### src/rtl/pwr_seq_pkg.sv
package pwr_seq_pkg;
   typedef enum logic [2:0] {
      PS_FULL_ON  = 3'd0,
      PS_HALTING  = 3'd1,
      PS_HALTED   = 3'd2,
      PS_STOPPING = 3'd3,
      PS_STOPPED  = 3'd4,
      PS_WAKING   = 3'd5
   } pwr_state_e;
endpackage

### src/rtl/pwr_settle_timer.sv
module pwr_settle_timer #(
   parameter int SETTLE_CYCLES = 2
) (
   input  logic clk,
   input  logic rst_n,
   input  logic run,
   output logic done
);
   generate
      if (SETTLE_CYCLES < 1) begin : g_bad_param
         $error("pwr_settle_timer: SETTLE_CYCLES must be at least 1");
      end
      if (SETTLE_CYCLES == 1) begin : g_single
         assign done = run;
      end else begin : g_count
         localparam int CW = $clog2(SETTLE_CYCLES);
         localparam logic [CW-1:0] LAST = CW'(SETTLE_CYCLES - 1);
         logic [CW-1:0] cnt_q;
         always_ff @(posedge clk or negedge rst_n) begin
            if (!rst_n)   cnt_q <= '0;
            else if (run) cnt_q <= cnt_q + 1'b1;
            else          cnt_q <= '0;
         end
         assign done = run && (cnt_q == LAST);
      end
   endgenerate
endmodule

### src/rtl/pwr_seq_fsm.sv
module pwr_seq_fsm
   import pwr_seq_pkg::*;
(
   input  logic       clk,
   input  logic       rst_n,
   input  logic       halt_req,
   input  logic       stop_req,
   input  logic       pipe_empty,
   input  logic       settle_done,
   output pwr_state_e state
);
   pwr_state_e state_d;

   always_comb begin
      state_d = state;
      unique case (state)
         PS_FULL_ON:  if (halt_req) state_d = PS_HALTING;
         PS_HALTING:  if (pipe_empty) state_d = PS_HALTED;
         PS_HALTED: begin
            if (stop_req)       state_d = PS_STOPPING;
            else if (!halt_req) state_d = PS_FULL_ON;
         end
         PS_STOPPING: if (settle_done) state_d = PS_STOPPED;
         PS_STOPPED:  if (!stop_req) state_d = PS_WAKING;
         PS_WAKING:   state_d = PS_HALTED;
         default:     state_d = PS_FULL_ON;
      endcase
   end

   always_ff @(posedge clk or negedge rst_n) begin
      if (!rst_n) state <= PS_FULL_ON;
      else        state <= state_d;
   end
endmodule

### src/rtl/pwr_seq_outputs.sv
module pwr_seq_outputs
   import pwr_seq_pkg::*;
(
   input  pwr_state_e state,
   input  logic       halt_req,
   output logic       fetch_en,
   output logic       clk_en,
   output logic       halted,
   output logic       stopped,
   output logic       settle_run
);
   always_comb begin
      fetch_en   = (state == PS_FULL_ON) && !halt_req;
      clk_en     = !((state == PS_STOPPING) || (state == PS_STOPPED));
      halted     = (state == PS_HALTED) || (state == PS_STOPPING) ||
                   (state == PS_STOPPED) || (state == PS_WAKING);
      stopped    = (state == PS_STOPPED) || (state == PS_WAKING);
      settle_run = (state == PS_STOPPING);
   end
endmodule

### src/rtl/core_pwr_seq.sv
module core_pwr_seq
   import pwr_seq_pkg::*;
#(
   parameter int SETTLE_CYCLES = 2
) (
   input  logic clk,
   input  logic rst_n,
   input  logic halt_req,
   input  logic stop_req,
   input  logic pipe_empty,
   output logic fetch_en,
   output logic clk_en,
   output logic halted,
   output logic stopped
);
   pwr_state_e state;
   logic       settle_run;
   logic       settle_done;

   pwr_seq_fsm u_fsm (
      .clk        (clk),
      .rst_n      (rst_n),
      .halt_req   (halt_req),
      .stop_req   (stop_req),
      .pipe_empty (pipe_empty),
      .settle_done(settle_done),
      .state      (state)
   );

   pwr_settle_timer #(.SETTLE_CYCLES(SETTLE_CYCLES)) u_timer (
      .clk  (clk),
      .rst_n(rst_n),
      .run  (settle_run),
      .done (settle_done)
   );

   pwr_seq_outputs u_out (
      .state     (state),
      .halt_req  (halt_req),
      .fetch_en  (fetch_en),
      .clk_en    (clk_en),
      .halted    (halted),
      .stopped   (stopped),
      .settle_run(settle_run)
   );
endmodule

### config.mk
export PLATFORM = sky130hd
export DESIGN_NAME = core_pwr_seq
export DESIGN_NICKNAME = d
export VERILOG_FILES = /design/src/rtl/pwr_seq_pkg.sv /design/src/rtl/pwr_settle_timer.sv /design/src/rtl/pwr_seq_fsm.sv /design/src/rtl/pwr_seq_outputs.sv /design/src/rtl/core_pwr_seq.sv
export SDC_FILE = /design/constraint.sdc
export NUM_CORES = 1
export LEC_CHECK = 0
export ABC_AREA = 0
export BUFFER_PORTS_ARGS = -buffer_cell sky130_fd_sc_hd__buf_2
export CAP_MARGIN = 10
export CORE_AREA = 4 4 41 43
export CTS_CLUSTER_SIZE = 30
export DETAILED_ROUTE_END_ITERATION = 8
export DIE_AREA = 0 0 45 47
export GPL_ROUTABILITY_DRIVEN = 0
export GPL_TIMING_DRIVEN = 0
export PLACE_DENSITY = 0.41
export SYNTH_ARGS = -nofsm -noshare
export SYNTH_HDL_FRONTEND = slang
export SYNTH_HIERARCHICAL = 1
export SYNTH_SLANG_ARGS = --single-unit
export TNS_END_PERCENT = 5
### constraint.sdc
create_clock -name clk -period 1.3 [get_ports clk]
set_clock_uncertainty 0.05 [all_clocks]
set_input_delay 0.13 -clock clk [delete_from_list [all_inputs] [get_ports clk]]
set_output_delay 0.13 -clock clk [all_outputs]
set_load 0.05 [all_outputs]
==> impl_metrics.yaml <==
status:
  status: "complete, but fails checks"
  violations: "negative setup slack"
final_layout:
  fillers: 154
  fin_area_um2: 444
  syn_to_final_growth_pct: 83.9
  layout.cells.non_filler: 60
  nets: 52
  final_cell_mix: "buf_4, buf_6, buf_2"
  layout_commonest_cell: "buf_4"
  final_core_util: 0.341
  drive_gt1_frac: 0.578
  n_antenna_cell: 0
sta:
  hold_viol: 0
  rsz0062_at_grt: "true"
  period_share: 1.05
  setup_viol: 4
  max_freq_mhz: 736
  max_slew_margin: 0.855
  tns_ns: -0.0808
  hold-worst-slack_ns: 0.132
  fin_ws_ns: -0.0588
  worstMarginPinSlew_ns: 0.215
  period_minus_slack_ns: 1.36
  drv_slew: 0
synthesis:
  synthesis.nets: 31
  ys_ff_latch: 4
  avgSynthCellArea_um2: 9.29
  ys_seq_area_frac: 0.415
  synth_cell_types: 18
  ys_warn_count: 6
  synth_area_um2: 241
  syn_inst: 26
floorplan:
  io_pins: 9
  die_area_um2: 2120
  start_util: 0.186
  rows: 13
  core_area_um2: 1300
  die_x_um: 45
  die_h_um: 47
grt:
  track_usage: 0.0833
  grt_max_degree: 7
  grt_pass1_vias: 280
  gr-total-overflow: 0
  grt_pass1_wl_um: 1130
  grt_antenna_before_repair: 0
worst_setup_path:
  cpPeakStageDelay_ns: 0.45
  worstPathArrival_ns: 1.18
  worstPathCellList: "and3b_1 > a21oi_2 > buf_6"
  slowest_stage: "dfrtp_2"
  crit_path_end: "clk_en"
  criticalPathCategory: "reg2out"
  crit_fanout: 6
  worstSetupStartpointType: "register"
  timing.rr.start: "u_fsm/state[1]$_DFFE_PN0P_"
  cp-end-kind: "output pin"
  required_ns: 1.12
  timing.rr.end: "u_fsm/state[0]$_DFFE_PN0P_"
  crit_start: "u_fsm/state[1]$_DFFE_PN0P_"
  reg2regPathDepth: 5
  rrSetupSlack_ns: 0.03
detailed_routing:
  drt_wl_total_um: 623
  drt-initial-drc-count: 3
  dr_wl_met2_um: 297
  maxUsedRoutingLayer: "met3"
  routedWlPerCell_um: 10.4
  met1Wirelength_um: 315
  num_vias: 254
  drt_first_pass_iters: 3
  wl_met3_um: 9
  vias_per_cell: 4.23
  drc: 0
  final_antenna_net_count: 0
clock_network:
  cts_num_sinks: 4
  clk_path_buf_depth: 2
  cts_buffers: 3
  cts.clk_slew.worst_paths_ns: 0.03
  cts_tree: "done"
  root_buffer: "clkbuf_4"
  worst_skew_pair.late_latency_ns: 0.23
  htree_num_levels: 1
power_and_ir_drop:
  leakagePower_nw: 0.205
  ir_drop_mv: 0.886
  power_density_nw_per_um2: 2420
  total_power_mw: 1.07
min_path:
  hold_path_class: "in2reg"
flow_run:
  maxCapViolCount: 0
placement:
  dp_worst_setup_slack_ns: -0.208
  portBuffers: 8
  place_hpwl_um: 404
  dp.cells: 49
  postPlaceCellArea_um2: 327
[cells in the mapped netlist]
cell type | n | area [um^2]
nand3b_1 | 1 | 7.51
o31ai_1 | 2 | 15.0
mux2i_1 | 2 | 20.0
o211ai_1 | 1 | 7.51
o21ai_0 | 2 | 10.0
xor2_1 | 1 | 8.76
dfrtp_1 | 4 | 100
nor2_1 | 2 | 7.51
and3b_1 | 1 | 8.76
nor4_1 | 1 | 6.26
and2_2 | 1 | 7.51
and2b_2 | 1 | 8.76
inv_1 | 1 | 3.75
o21ai_1 | 1 | 5.00
nand2_1 | 2 | 7.51
nor2b_1 | 1 | 6.26
a21oi_1 | 1 | 5.00
nand2b_1 | 1 | 6.26
[registers in the layout, summed over array words and instances (netlist names)]
signal / count
u_fsm/state: 3
u_timer/g_count.cnt_q: 1
[critical path, delay by kind of cell, from the launching register on]
| kind | cells | cell delay (ns) |
|---|---|---|
| compound gates | 1 | 0.12 |
| buf+inv | 1 | 0.17 |
| flops | 1 | 0.45 |
| simple gates | 1 | 0.21 |
[worst min path at each step]
stage               start                               to  slack [ns]  cells after the start
3_5_place_dp        rst_n  u_timer/g_count.cnt_q$_DFF_PN0_       -0.11                      1
5_1_grt        pipe_empty       u_fsm/state[1]$_DFFE_PN0P_        0.17                      3
6_report       pipe_empty       u_fsm/state[1]$_DFFE_PN0P_        0.13                      3
2_1_floorplan       rst_n       u_fsm/state[0]$_DFFE_PN0P_       -0.22                      0
3_3_place_gp        rst_n  u_timer/g_count.cnt_q$_DFF_PN0_       -0.12                      1
4_1_cts        pipe_empty       u_fsm/state[1]$_DFFE_PN0P_        0.13                      3
[cell families (layout without fill, tap and decap cells)]
kind of cell,Yosys count,count (layout),synth area share
compound gates,7,7,0.176
xor+xnor,1,1,0.0363
buf+inv,1,20,0.0155
flops,4,4,0.415
mux,2,2,0.0829
simple gates,11,11,0.275
[power by group]
part	internal [mW]	total [mW]	switching [mW]
Combinational	0.302	0.664	0.362
Sequential	0.181	0.260	0.0795
Clock	0.103	0.148	0.0455
Total	0.586	1.07	0.487
[area by class of cell]
class / instances / area, um^2 / area share
inverter: 1 / 3.75 / 0.00845
clock buffer: 3 / 22.5 / 0.0507
tap: 15 / 18.8 / 0.0423
timing repair buffer: 16 / 131 / 0.296
sequential: 4 / 104 / 0.234
multi-input combinational: 21 / 164 / 0.369
[what timing repair did]
action                     in CTS  in global routing
gates resized for setup        13                  0
pin swaps                       2                  0
setup buffers                   6                  1
setup endpoints to repair       7                  7
hold buffers                    1                  0
hold endpoints to repair        4                  0
[per-layer routing]
layer  global-route usage  vias up
met4               0.0877        0
li1                     -      133
met5                    0        -
met1                0.101      116
met3               0.0345        0
met2                0.105        5
Note: power is estimated with default switching activity, not from simulation.
